<file path="config.mk">
export PLATFORM = sky130hd
export DESIGN_NAME = dma_burst_planner
export DESIGN_NICKNAME = d
export VERILOG_FILES = /design/src/rtl/dma_bp_pkg.sv /design/src/rtl/dma_bp_rst_sync.sv /design/src/rtl/dma_bp_limit.sv /design/src/rtl/dma_bp_shape.sv /design/src/rtl/dma_burst_planner.sv
export SDC_FILE = /design/constraint.sdc
export NUM_CORES = 1
export LEC_CHECK = 0
export CAP_MARGIN = 20
export CORE_MARGIN = 2
export CORE_UTILIZATION = 45
export CTS_CLUSTER_DIAMETER = 60
export DETAILED_ROUTE_END_ITERATION = 10
export PLACE_DENSITY = 0.75
export SYNTH_ARGS = -nofsm -noshare
export SYNTH_HDL_FRONTEND = slang
export SYNTH_HIERARCHICAL = 1
export SYNTH_SLANG_ARGS = --single-unit
</file>
<file path="constraint.sdc">
create_clock -name clk -period 12.44 [get_ports clk]
set_input_delay 1.244 -clock clk [delete_from_list [all_inputs] [get_ports clk]]
set_output_delay 1.244 -clock clk [all_outputs]
set_load 0.005 [all_outputs]
</file>
<file path="src/rtl/dma_bp_pkg.sv">
`timescale 1ns/1ps
package dma_bp_pkg;
  typedef enum logic [2:0] {
    HB_SINGLE = 3'd0,
    HB_INCR   = 3'd1,
    HB_INCR4  = 3'd3,
    HB_INCR8  = 3'd5,
    HB_INCR16 = 3'd7
  } hburst_e;

  typedef struct packed {
    logic [5:0] pbl;
    logic       x4;
    logic       fixed;
    logic       align;
    logic       mixed;
  } bp_cfg_t;
endpackage

</file>
<file path="src/rtl/dma_bp_rst_sync.sv">
`timescale 1ns/1ps
module dma_bp_rst_sync #(
  parameter int STAGES = 2
) (
  input  logic clk,
  input  logic arst_n,
  output logic srst_n
);
  logic [STAGES-1:0] sync_q;

  always_ff @(posedge clk or negedge arst_n) begin
    if (!arst_n) sync_q <= '0;
    else         sync_q <= {sync_q[STAGES-2:0], 1'b1};
  end

  assign srst_n = sync_q[STAGES-1];
endmodule

</file>
<file path="src/rtl/dma_bp_limit.sv">
`timescale 1ns/1ps
module dma_bp_limit #(
  parameter int CNT_W       = 16,
  parameter int LEN_W       = 9,
  parameter int BOUND_BYTES = 1024
) (
  input  logic [$clog2(BOUND_BYTES)-3:0] beat_ofs,
  input  logic [CNT_W-1:0]               remain,
  input  logic [LEN_W-1:0]               epbl,
  input  logic                           align_on,
  output logic [LEN_W-1:0]               cap
);
  localparam int BOUND_BEATS = BOUND_BYTES / 4;

  logic [CNT_W-1:0] to_bound, unit, offs, to_unit, lim_a, lim_b;

  always_comb begin
    to_bound = CNT_W'(BOUND_BEATS) - CNT_W'(beat_ofs);
    unit = CNT_W'(1);
    for (int i = 0; i < LEN_W; i++) begin
      if (epbl[i]) unit = CNT_W'(1) << i;
    end
    offs    = CNT_W'(beat_ofs) & (unit - CNT_W'(1));
    to_unit = unit - offs;
    lim_a   = (remain < CNT_W'(epbl)) ? remain : CNT_W'(epbl);
    lim_b   = (lim_a < to_bound) ? lim_a : to_bound;
    if (align_on && (to_unit < lim_b)) lim_b = to_unit;
    cap = LEN_W'(lim_b);
  end
endmodule

</file>
<file path="src/rtl/dma_bp_shape.sv">
`timescale 1ns/1ps
module dma_bp_shape
  import dma_bp_pkg::*;
#(
  parameter int LEN_W = 9
) (
  input  logic [LEN_W-1:0] cap,
  input  logic [3:0]       beat_lo,
  input  logic             fixed_on,
  input  logic             align_on,
  input  logic             mixed_on,
  output logic [LEN_W-1:0] len,
  output hburst_e          btype
);
  logic use_fixed, need_al, ok16, ok8, ok4;

  always_comb begin
    use_fixed = fixed_on || (mixed_on && (cap <= LEN_W'(16)));
    need_al   = fixed_on && align_on;
    ok16 = (cap >= LEN_W'(16)) && (!need_al || (beat_lo == 4'd0));
    ok8  = (cap >= LEN_W'(8))  && (!need_al || (beat_lo[2:0] == 3'd0));
    ok4  = (cap >= LEN_W'(4))  && (!need_al || (beat_lo[1:0] == 2'd0));
    if (!use_fixed) begin
      len = cap;             btype = HB_INCR;
    end else if (ok16) begin
      len = LEN_W'(16);      btype = HB_INCR16;
    end else if (ok8) begin
      len = LEN_W'(8);       btype = HB_INCR8;
    end else if (ok4) begin
      len = LEN_W'(4);       btype = HB_INCR4;
    end else begin
      len = LEN_W'(1);       btype = HB_SINGLE;
    end
  end
endmodule

</file>
<file path="src/rtl/dma_burst_planner.sv">
`timescale 1ns/1ps
module dma_burst_planner
  import dma_bp_pkg::*;
#(
  parameter int ADDR_W      = 32,
  parameter int CNT_W       = 16,
  parameter int PBL_W       = 6,
  parameter int LEN_W       = 9,
  parameter int BOUND_BYTES = 1024
) (
  input  logic              clk,
  input  logic              rst_n,
  input  logic              req_valid,
  output logic              req_ready,
  input  logic [ADDR_W-1:0] req_addr,
  input  logic [CNT_W-1:0]  req_beats,
  input  logic [PBL_W-1:0]  cfg_pbl,
  input  logic              cfg_x4,
  input  logic              cfg_fixed,
  input  logic              cfg_align,
  input  logic              cfg_mixed,
  output logic              bst_valid,
  input  logic              bst_ready,
  output logic [ADDR_W-1:0] bst_addr,
  output logic [LEN_W-1:0]  bst_len,
  output logic [2:0]        bst_type,
  output logic              xfer_done
);
  localparam int BLSB = $clog2(BOUND_BYTES);

  logic              srst_n;
  logic              busy_q, busy_d, done_q, done_d, ld_en;
  logic [ADDR_W-1:0] addr_q, addr_d;
  logic [CNT_W-1:0]  rem_q, rem_d;
  bp_cfg_t           cfg_q, cfg_d;
  logic [PBL_W-1:0]  pbl_base;
  logic [LEN_W-1:0]  epbl, cap, len;
  hburst_e           btype;
  logic              accept, fire;

  dma_bp_rst_sync #(.STAGES(2)) u_rst (
    .clk(clk), .arst_n(rst_n), .srst_n(srst_n)
  );

  always_comb begin
    pbl_base = (cfg_q.pbl == '0) ? PBL_W'(1) : cfg_q.pbl;
    epbl     = cfg_q.x4 ? (LEN_W'(pbl_base) << 2) : LEN_W'(pbl_base);
  end

  dma_bp_limit #(.CNT_W(CNT_W), .LEN_W(LEN_W), .BOUND_BYTES(BOUND_BYTES)) u_limit (
    .beat_ofs(addr_q[BLSB-1:2]),
    .remain  (rem_q),
    .epbl    (epbl),
    .align_on(cfg_q.align && !cfg_q.fixed),
    .cap     (cap)
  );

  dma_bp_shape #(.LEN_W(LEN_W)) u_shape (
    .cap     (cap),
    .beat_lo (addr_q[5:2]),
    .fixed_on(cfg_q.fixed),
    .align_on(cfg_q.align),
    .mixed_on(cfg_q.mixed),
    .len     (len),
    .btype   (btype)
  );

  // next-state
  always_comb begin
    accept = req_valid && !busy_q;
    fire   = busy_q && bst_ready;
    busy_d = busy_q;
    done_d = 1'b0;
    ld_en  = 1'b0;
    addr_d = addr_q;
    rem_d  = rem_q;
    cfg_d  = cfg_q;
    if (accept) begin
      ld_en  = 1'b1;
      addr_d = req_addr;
      rem_d  = req_beats;
      cfg_d  = '{pbl: cfg_pbl, x4: cfg_x4, fixed: cfg_fixed,
                 align: cfg_align, mixed: cfg_mixed};
      busy_d = (req_beats != '0);
      done_d = (req_beats == '0);
    end else if (fire) begin
      ld_en  = 1'b1;
      addr_d = addr_q + (ADDR_W'(len) << 2);
      rem_d  = rem_q - CNT_W'(len);
      if (rem_q == CNT_W'(len)) begin
        busy_d = 1'b0;
        done_d = 1'b1;
      end
    end
  end

  // registers
  always_ff @(posedge clk or negedge srst_n) begin
    if (!srst_n) begin
      busy_q <= 1'b0;
      done_q <= 1'b0;
      addr_q <= '0;
      rem_q  <= '0;
      cfg_q  <= '0;
    end else begin
      busy_q <= busy_d;
      done_q <= done_d;
      if (ld_en) begin
        addr_q <= addr_d;
        rem_q  <= rem_d;
        cfg_q  <= cfg_d;
      end
    end
  end

  assign req_ready = !busy_q;
  assign bst_valid = busy_q;
  assign bst_addr  = addr_q;
  assign bst_len   = len;
  assign bst_type  = btype;
  assign xfer_done = done_q;
endmodule

</file>
# Word level (Yosys, flattened, before mapping)
# Index checks and enable logic that the tools add are counted.
[totals]
register_bits = 62
in_bits = 62
output_inout_bits = 47
[classes]
add_sub_neg = 5
n_lt_le_gt_ge = 7
eq_ne = 1
muxes = 33
n_bitwise = 1
n_reduce_logical = 27
[ops]
columns = ["operator", "count"]
rows = [
  ["$mux 16", 4],
  ["$mux 32", 2],
  ["$mux 9", 5],
  ["$add 32x11->32", 1],
  ["$lt 16x16->1", 2],
  ["$and 8x16->16", 1],
  ["$eq 16x9->1", 1],
  ["$logic_not 16->1", 1],
  ["$lt 16x8->1", 1],
  ["$mux 8", 2],
  ["$reduce_bool 16->1", 1],
  ["$sub 16x9->16", 1],
  ["$sub 9x16->16", 1],
  ["$mux 3", 5],
  ["$mux 6", 2],
  ["$sub 9x1->10 const B", 1],
  ["$sub 9x8->10 const A", 1],
  ["$ge 9x3->1 const B", 1],
  ["$ge 9x4->1 const B", 1],
  ["$ge 9x5->1 const B", 1],
  ["$le 9x5->1 const B", 1],
  ["$logic_and 1x1->1", 9],
  ["$mux 1", 8],
  ["$mux 7", 1],
  ["11 further kinds", 20],
]

# Longest topological paths before layout
# Gate-level depths: netlist of run 1.
[logic_depth]
word_depth = 27
depth_mapped = 38
ltp_nobuf = 37

# By module
# Netlist of run 1, hierarchy kept.
[by_module_without_submodules]
columns = ["module", "instances", "cells_per_inst", "area_each_um2", "seq_area_each_um2"]
rows = [
  ["dma_burst_planner", 1, 460, 3915.0, 1501.4],
  ["dma_bp_limit", 1, 269, 1889.3, 0.0],
  ["dma_bp_shape", 1, 32, 239.0, 0.0],
  ["dma_bp_rst_sync", 1, 3, 53.8, 50.0],
]

# Least setup slack after synthesis of run 1
# Ideal clock, no wire load.
[synth_timing]
path_type = "register to register"
startpoint = "register cfg_q[3] (netlist name)"
endpoint = "register addr_q[28], in the netlist bst_addr[28]"
setup_ns = 0.116
arrival_time_ns = 8.837
t_required_ns = 12.324
setup_slack_ns = 3.487
path_stages_with_launch = 34
n_path_buf = 2
synth_period_minus_slack_ns = 8.953
path_cell_list = "dfrtp_1 > clkbuf_1 > mux2_2 > or4_4 > or3_2 > ha_1 > nand2b_1 > fa_1 > a21bo_2 > a2111oi_0 > o221ai_1 > o2111ai_1 > o211ai_1 > and2_1 > ha_1 > and4_1 > nand3_1 > a211o_1 > o22a_1 > a31oi_1 > buf_2 > nor2_1 > a21oi_1 > o41ai_2 > a31oi_2 > mux2_1 > ha_1 > fa_1 > a21o_1 > a221oi_1 > a21oi_1 > nand3_1 > o211ai_1 > o311ai_0"
[synth_between]
word_cells_on_any_way = 35
cone_classes = "3 x add/sub; 7 x order compare; 18 x mux; 1 x bitwise; 6 x reduce/logical"
[synth_lines]
columns = ["item", "line_no", "rtl"]
rows = [
  ["start: declaration", "dma_burst_planner.sv:35", "bp_cfg_t cfg_q, cfg_d;"],
  ["start signal: assignment", "dma_burst_planner.sv:111", "cfg_q <= cfg_d;"],
  ["$mux 8 (*)", "dma_burst_planner.sv:47", "epbl = cfg_q.x4 ? (LEN_W'(pbl_base) << 2) : LEN_W'(pbl_base);"],
  ["named net epbl[3]", "dma_burst_planner.sv:37", "logic [LEN_W-1:0] epbl, cap, len;"],
  ["$mux 4", "dma_bp_limit.sv:21", "if (epbl[i]) unit = CNT_W'(1) << i;"],
  ["$mux 5", "dma_bp_limit.sv:21", ""],
  ["$mux 6", "dma_bp_limit.sv:21", ""],
  ["$mux 7", "dma_bp_limit.sv:21", ""],
  ["$mux 8", "dma_bp_limit.sv:21", ""],
  ["$mux 9", "dma_bp_limit.sv:21", ""],
  ["(+6 left out)", "n/a", ""],
  ["named net cap[4]", "dma_burst_planner.sv:37", ""],
  ["(+2 left out)", "n/a", ""],
  ["$mux 3", "dma_bp_shape.sv:29", "end else if (ok4) begin"],
  ["$mux 9", "dma_bp_shape.sv:27", "end else if (ok8) begin"],
  ["$mux 9", "dma_bp_shape.sv:25", "end else if (ok16) begin"],
  ["$mux 9 (*)", "dma_bp_shape.sv:23", "if (!use_fixed) begin"],
  ["named net bst_len[0]", "dma_burst_planner.sv:25", "output logic [LEN_W-1:0] bst_len,"],
  ["$add 32x11->32 (*)", "dma_burst_planner.sv:88", "addr_d = addr_q + (ADDR_W'(len) << 2);"],
  ["$mux 32 (*)", "dma_burst_planner.sv:86", "end else if (fire) begin"],
  ["$mux 32 (*)", "dma_burst_planner.sv:78", "if (accept) begin"],
  ["end signal: assignment", "dma_burst_planner.sv:109", "addr_q <= addr_d;"],
  ["end: declaration", "dma_burst_planner.sv:33", "logic [ADDR_W-1:0] addr_q, addr_d;"],
]
# Mark *: on every way through the listed nets, which the timed path passes. The rest lies on a longest branch. The select of a mux whose other input is x is not followed.
# A chain may end at the register's enable or synchronous reset.

# Final worst setup path of run 1
[layout_timing]
startpoint = "register cfg_q[3] (netlist name)"
endpoint = "output bst_len[2]"
[layout_between]
word_cells_on_any_way = 32
cone_classes = "2 x add/sub; 7 x order compare; 16 x mux; 1 x bitwise; 6 x reduce/logical"
[layout_lines]
columns = ["item", "line_no", "rtl"]
rows = [
  ["$mux 8 (*)", "dma_burst_planner.sv:47", ""],
  ["named net epbl[3]", "dma_burst_planner.sv:37", ""],
  ["$mux 4", "dma_bp_limit.sv:21", ""],
  ["$mux 5", "dma_bp_limit.sv:21", ""],
  ["$mux 6", "dma_bp_limit.sv:21", ""],
  ["$mux 7", "dma_bp_limit.sv:21", ""],
  ["$mux 8", "dma_bp_limit.sv:21", ""],
  ["$mux 9", "dma_bp_limit.sv:21", ""],
  ["(+5 left out)", "n/a", ""],
  ["$mux 9 (*)", "dma_bp_limit.sv:27", "if (align_on && (to_unit < lim_b)) lim_b = to_unit;"],
  ["named net cap[7]", "dma_burst_planner.sv:37", ""],
  ["$ge 9x3->1", "dma_bp_shape.sv:22", "ok4 = (cap >= LEN_W'(4)) && (!need_al || (beat_lo[1:0] == 2'd0));"],
  ["$logic_and 1x1->1", "dma_bp_shape.sv:22", ""],
  ["$mux 3", "dma_bp_shape.sv:29", ""],
  ["$mux 9", "dma_bp_shape.sv:27", ""],
  ["$mux 9", "dma_bp_shape.sv:25", ""],
  ["$mux 9 (*)", "dma_bp_shape.sv:23", ""],
  ["end: declaration", "dma_burst_planner.sv:25", ""],
]
# Mark *: on every way through the listed nets, which the timed path passes. The rest lies on a longest branch.

==> results.md, run 1 <==
## Outcome
- outcome: completed

## Worst setup path
- endpoint arrival time on the critical path: 9.09 ns
- CP Max Fanout: 12
- category of the worst setup path launch point: register
- Worst Reg2Reg Path Length in Cells: 32
- worst-case register-to-register setup slack: 2.11 ns
- type of the setup path with the least slack: reg2out
- r2r startpoint: cfg_q[3]
- sort of element at the end of the critical path: output port
- required time reported for the critical path endpoint: 11.20 ns
- Critical R2R Capture: bst_addr[28]

## Detailed routing
- Antenna Violating Nets Remaining: 0
- Wirelength per Cell: 17.67 um
- average vias per placed instance: 5.932
- number of DRC markers after the initial detailed-route iteration: 443
- first-pass iteration count of the detailed router: 5
- wirelength, routed: 18,610 um
- number of remaining DRC errors: 0
- total vias in the final route: 6,246

## Global routing
- global-route wire length before repair: 29,970 um
- via count of the first global-routing pass: 5,937
- Congestion Overflow GR: 0
- Overall Global Routing Usage: 0.2604
- initial antenna violation count: 0
- maximum number of pins on one net before global-route repair: 63

## Place
- gpl congestion: 0.9249
- DP Cell Count: 1,036
- total half-perimeter wirelength after legalization and detailed placement: 14,240 um
- number of input and output port buffers inserted: 108

## Hold path
- Hold Path Stages: 0
- kind of path behind the tightest hold check: reg2reg
- Worst Min Path Start: u_rst/sync_q[0]
- Worst Hold Path EP: u_rst/sync_q[1]

## Clocking
- Clock Path Buffers: 2
- source-to-sink clock delay at the later pin of the worst-skew pair: 0.33 ns
- Clock transition at path regs: 0.06 ns
- number of H-tree levels: 3
- cts bufs inserted: 9
- # clock sinks: 62
- count of hold-fix buffers inserted at cts: 0
- TritonCTS clock tree: yes
- clock root buffer master: clkbuf_16
- Resized cells post-CTS: 0
- setup repair bufs after CTS: 0

## Timing
- worst hold slack: 0.3474 ns
- Slew Limit Fails: 0
- relative slew slack: 0.3457
- total count of hold-check failures in the final report: 0
- actual slew at the worst max-slew pin: 0.9567 ns
- aggregate negative setup slack: 0 ns
- post-layout min period: 10.34 ns
- ratio of final minimum period to clock period: 0.8311
- final setup violating endpoints: 0
- setup repair after global routing missed its margin: no
- highest attainable clock frequency: 96.72 MHz
- worst clock skew: 0.008466 ns

## Synth
- mean instance size in the synthesized netlist: 7.980 sq um
- count of flip-flops with a built-in enable after synthesis: 0
- async set-reset flop share out of synthesis: 1.000
- number of instances in the synthesized netlist: 764
- dominant synthesized flop cell: dfrtp_1
- total number of yosys warnings: 6
- post-synth design cell area: 6097 sq um
- sequential element share of the synthesized area: 0.2545
- number of register bits inferred by synthesis: 62
- Yosys cell types: 79

## Layout
- growth of design area from synthesis to finish: 25.26%
- final std cells w/o fill: 1,053
- layout cells sized above 1: 0.06043
- net count of the finished layout: 991
- # diodes: 0

## Power
- leakage power of the design: 3.254 nW
- ratio of total power to cell area: 288.8 nW/um^2
- worst supply voltage drop on vdd: 0.1998 mV

## Floorplan
- Die Height: 120.4 um
- die span in x: 120.4 um
- number of cell rows: 42
- core box area: 13,240 sq um
- ports placed on the boundary: 109
- effective utilization at floorplan: 0.4604
- die outline area: 14,500 sq um

## Run
- count of maximum capacitance violations: 0

sequential cells by signal, summed over array words and instances, names as in the netlist:
name and count:
rem_q 16, bst_addr 32, bst_valid 1, xfer_done 1
cfg_q 10, u_rst/sync_q 2
metrics by stage:
stage | cell area, sq um | worst slack [ns] | utilization | total power [W]
6_report | 7637 | 2.101 | 0.5767 | 0.002205
5_1_grt | 7637 | 0.9202 | 0.5767 | 0.002413
4_1_cts | 7630 | 2.109 | 0.5762 | 0.002190
3_5_place_dp | 7361 | 2.229 | 0.5558 | 0.001938
3_3_place_gp | 7361 | 2.333 | 0.5558 | 0.001938
2_1_floorplan | 6131 | 3.487 | - | 0.001470
critical path, stage by stage (launching register included):
cell	delay, ns
dfrtp_1	0.51
mux2_2	0.44
or4_4	0.56
or3_2	0.45
ha_1	0.28
nand2b_1	0.16
fa_1	0.29
a21bo_2	0.25
a2111oi_0	0.86
o221ai_1	0.29
o2111ai_1	0.17
o211ai_1	0.22
and2_1	0.22
ha_1	0.29
and4_1	0.20
nand3_1	0.14
a211oi_1	0.25
o221ai_1	0.20
a31oi_1	0.35
buf_4	0.26
mux2_2	0.37
or4_4	0.51
nor3_4	0.23
mux2_4	0.34
mux2i_1	0.34
clkdlybuf4s50_1	0.58
where the power goes:
| group | leakage, nW | total [W] | switching, W | internal, W |
|---|---|---|---|---|
| combinational | 2.38 | 0.00155 | 0.000855 | 0.000696 |
| sequential | 0.745 | 0.000422 | 0.000142 | 0.000280 |
| clock | 0.132 | 0.000233 | 0.0000933 | 0.000139 |
worst max path at each step:
| stage | cells after the start | endpoint | start |
|---|---|---|---|
| finish | 25 | bst_len[2] | cfg_q[3] |
| global route | 36 | bst_addr[28] | cfg_q[6] |
| CTS | 30 | bst_len[2] | cfg_q[6] |
| detailed placement | 36 | bst_addr[28] | cfg_q[5] |
| global placement | 36 | bst_addr[28] | cfg_q[5] |
| floorplan | 33 | bst_addr[28] | cfg_q[3] |
cells in the final DEF (no fill, tap or decap), drive strengths merged, types with 5 or more instances in the layout:
cell type / count
a31oi: 8
o21ai: 41
conb: 12
nand3: 28
nor2b: 13
a21o: 13
a221oi: 5
nand2b: 11
a211oi: 10
mux2i: 16
nor4: 13
xor2: 10
nor4b: 5
a21oi: 51
or4: 5
o22ai: 10
and2: 11
ha: 54
o211ai: 12
xnor2: 18
buf: 7
inv: 47
nand2: 115
clkbuf: 12
nand4: 9
or3: 8
clkdlybuf4s50: 108
a211o: 5
dfrtp: 62
o221ai: 6
nor2: 48
a22oi: 7
mux2: 7
o311ai: 10
nor3: 16
cell families (layout without fill, tap and decap cells):
kind of cell,Yosys count,in the layout,synth area share
flip-flops,62,62,0.2545
other,3,12,0.001847
XOR/XNOR,28,28,0.04022
AO/OA/AOI/OAI,215,215,0.2436
AND/OR/NAND/NOR,302,302,0.2499
adder cells (fa/ha/maj),57,57,0.1207
buffers and inverters,74,178,0.04945
multiplexers,23,23,0.03981
synthesized netlist by cell type, types with 7 or more instances:
master    number  area [sq um]
o211ai_1      12         90.09
a21o_1        13         97.59
xnor2_1       18         157.7
clkbuf_1      20         75.07
ha_1          54         675.7
and2_1        11         68.82
o21ai_0       39         195.2
nor2b_1       13         81.33
o22ai_1       10         62.56
nor4_1        13         81.33
mux2i_1       16         160.2
dfrtp_1       62          1551
xor2_1        10         87.58
nand4_1        9         56.30
nand2b_1      11         68.82
o311ai_0       9         78.83
a21oi_1       50         250.2
nand3_1       28         140.1
nand2_1      115         431.7
a211oi_1      10         75.07
a22oi_1        7         52.55
nor3_1        15         75.07
inv_1         47         176.4
nor2_1        48         180.2
area by class of cell:
class / count / area (sq um)
clock buffer: 12 / 246.5
clock inverter: 4 / 22.52
fill: 1244 / 5605
inverter: 47 / 176.4
multi-input combinational: 637 / 4285
sequential: 62 / 1553
tap: 176 / 220.2
timing repair buffer: 115 / 1134
routing by layer:
metal	wire length (um)	vias to the layer above	global-route usage
li1	-	3030	-
met1	8198	2938	0.3572
met4	421	0	0.08866
met2	8481	245	0.4061
met3	1503	33	0.05708
met5	0	-	0
No activity file was read; power rests on OpenSTA's default activity.
==> run 2, diff against run 1 <==
==> constraint.sdc (replaced) <==
create_clock -name clk -period 10.1 [get_ports clk]
set_input_delay 1.01 -clock clk [delete_from_list [all_inputs] [get_ports clk]]
set_output_delay 1.01 -clock clk [all_outputs]
set_load 0.005 [all_outputs]
==> results.md, run 2 (same netlist as run 1, synthesis figures left out) <==
## Layout
- sequential standard cell area: 1553 sq um
- net count of the finished layout: 993
- post-layout utilization of the core: 0.5831
- number of fill cells in the layout: 1,193
- growth of design area from synthesis to finish: 26.66%
- layout cells sized above 1: 0.06485
- most common cell after layout, fill and taps aside: nand2_1
- most used cells in the layout excluding fill and tap cells: 115 x nand2_1, 108 x clkdlybuf4s50_1, 61 x dfrtp_1
- area of the multi-input gates: 4297 sq um
- # diodes: 0
- max FFs per register: 32

## Worst setup path
- gate family responsible for the most delay along the worst path: compound AO/OA/AOI/OAI gates
- sort of element at the end of the critical path: register
- crit path launch: cfg_q[3]
- CP Max Fanout: 14
- most used cell, CP: ha_1
- CP bufs+invs: 1
- r2r startpoint: cfg_q[3]
- critical-path cell with the highest stage delay: a2111oi_1
- Worst Reg2Reg Path Length in Cells: 31
- required time reported for the critical path endpoint: 10.33 ns
- category of the worst setup path launch point: register
- Critical R2R Capture: bst_addr[28]
- CP max stage delay: 0.68 ns
- type of the setup path with the least slack: reg2reg
- endpoint arrival time on the critical path: 9.75 ns
- worst-case register-to-register setup slack: 0.58 ns

## Detailed routing
- first-pass iteration count of the detailed router: 5
- met3 wire length: 1345 um
- Antenna Violating Nets Remaining: 0
- average vias per placed instance: 5.901
- Wirelength per Cell: 17.65 um
- wirelength, routed: 18,620 um
- wire length on met1: 8331 um
- highest routed metal layer: met4
- number of DRC markers after the initial detailed-route iteration: 368
- Detail Route met2 WL: 8476 um
- number of remaining DRC errors: 0
- total vias in the final route: 6,226

## Floorplan
- die span in x: 120.4 um
- number of cell rows: 42
- Die Height: 120.4 um
- effective utilization at floorplan: 0.4604
- die outline area: 14,500 sq um
- ports placed on the boundary: 109
- core box area: 13,240 sq um

## Timing
- highest attainable clock frequency: 105.0 MHz
- actual slew at the worst max-slew pin: 0.7743 ns
- total count of hold-check failures in the final report: 0
- ratio of final minimum period to clock period: 0.9427
- relative slew slack: 0.4825
- setup repair after global routing missed its margin: no
- aggregate negative setup slack: 0 ns
- final setup violating endpoints: 0
- worst clock skew: 0.006847 ns
- Slew Limit Fails: 0
- post-layout min period: 9.521 ns

## Clocking
- cts bufs inserted: 9
- # clock sinks: 62
- number of H-tree levels: 3
- setup repair bufs after CTS: 0
- Resized cells post-CTS: 0
- Clock transition at path regs: 0.05 ns
- clock root buffer master: clkbuf_16
- source-to-sink clock delay at the later pin of the worst-skew pair: 0.34 ns
- count of hold-fix buffers inserted at cts: 0
- Clock Path Buffers: 2
- TritonCTS clock tree: yes

## Hold path
- kind of path behind the tightest hold check: reg2async

## Power
- worst supply voltage drop on vdd: 0.2331 mV
- leakage power of the design: 3.291 nW
- ratio of total power to cell area: 362.4 nW/um^2

## Outcome
- outcome: completed

## Run
- count of maximum capacitance violations: 0

## Global routing
- Overall Global Routing Usage: 0.2577
- via count of the first global-routing pass: 5,910
- global-route wire length before repair: 29,820 um
- Congestion Overflow GR: 0
- maximum number of pins on one net before global-route repair: 62
- initial antenna violation count: 0

## Place
- total half-perimeter wirelength after legalization and detailed placement: 14,090 um
- number of input and output port buffers inserted: 108
- gpl congestion: 0.9847

-- run 2: report_power, final --
group | switching, W | total (W) | internal, W
Combinational | 0.00106 | 0.00193 | 0.000866
Clock | 0.000115 | 0.000345 | 0.000230
Sequential | 0.000181 | 0.000525 | 0.000345
-- run 2: stage by stage --
stage | instances | hold WS [ns] | area (sq um) | total power, W | setup WS (ns)
floorplan | 773 | 0.3312 | 6131 | 0.001811 | 1.147
global placement | 1038 | 0.2015 | 7376 | 0.002378 | 0.6056
detailed placement | 1038 | 0.2112 | 7376 | 0.002390 | 0.4390
CTS | 1054 | 0.2166 | 7704 | 0.002758 | 0.3105
global route | 1055 | 0.2409 | 7722 | 0.003033 | 0.07957
finish | 1055 | 0.1944 | 7722 | 0.002799 | 0.5791
-- run 2: cell type report --
class,count,area share
clock inverter,3,0.008749
multi-input combinational,637,0.5564
sequential,62,0.2011
timing repair buffer,117,0.1487
clock buffer,13,0.03370
tap,176,0.02852
inverter,47,0.02285
-- run 2: worst max path at each step --
stage | endpoint | slack, ns | cells after the start
2_1_floorplan | bst_addr[28] | 1.15 | 33
3_3_place_gp | bst_addr[28] | 0.61 | 32
6_report | bst_addr[28] | 0.58 | 31
4_1_cts | bst_addr[28] | 0.31 | 32
5_1_grt | bst_addr[28] | 0.08 | 31
3_5_place_dp | bst_addr[28] | 0.44 | 32
-- run 2: routing by layer --
layer | global-route usage | vias up
met2 | 0.4078 | 229
met5 | 0 | -
met3 | 0.04623 | 30
met4 | 0.1032 | 0
li1 | - | 3040
met1 | 0.3485 | 2927
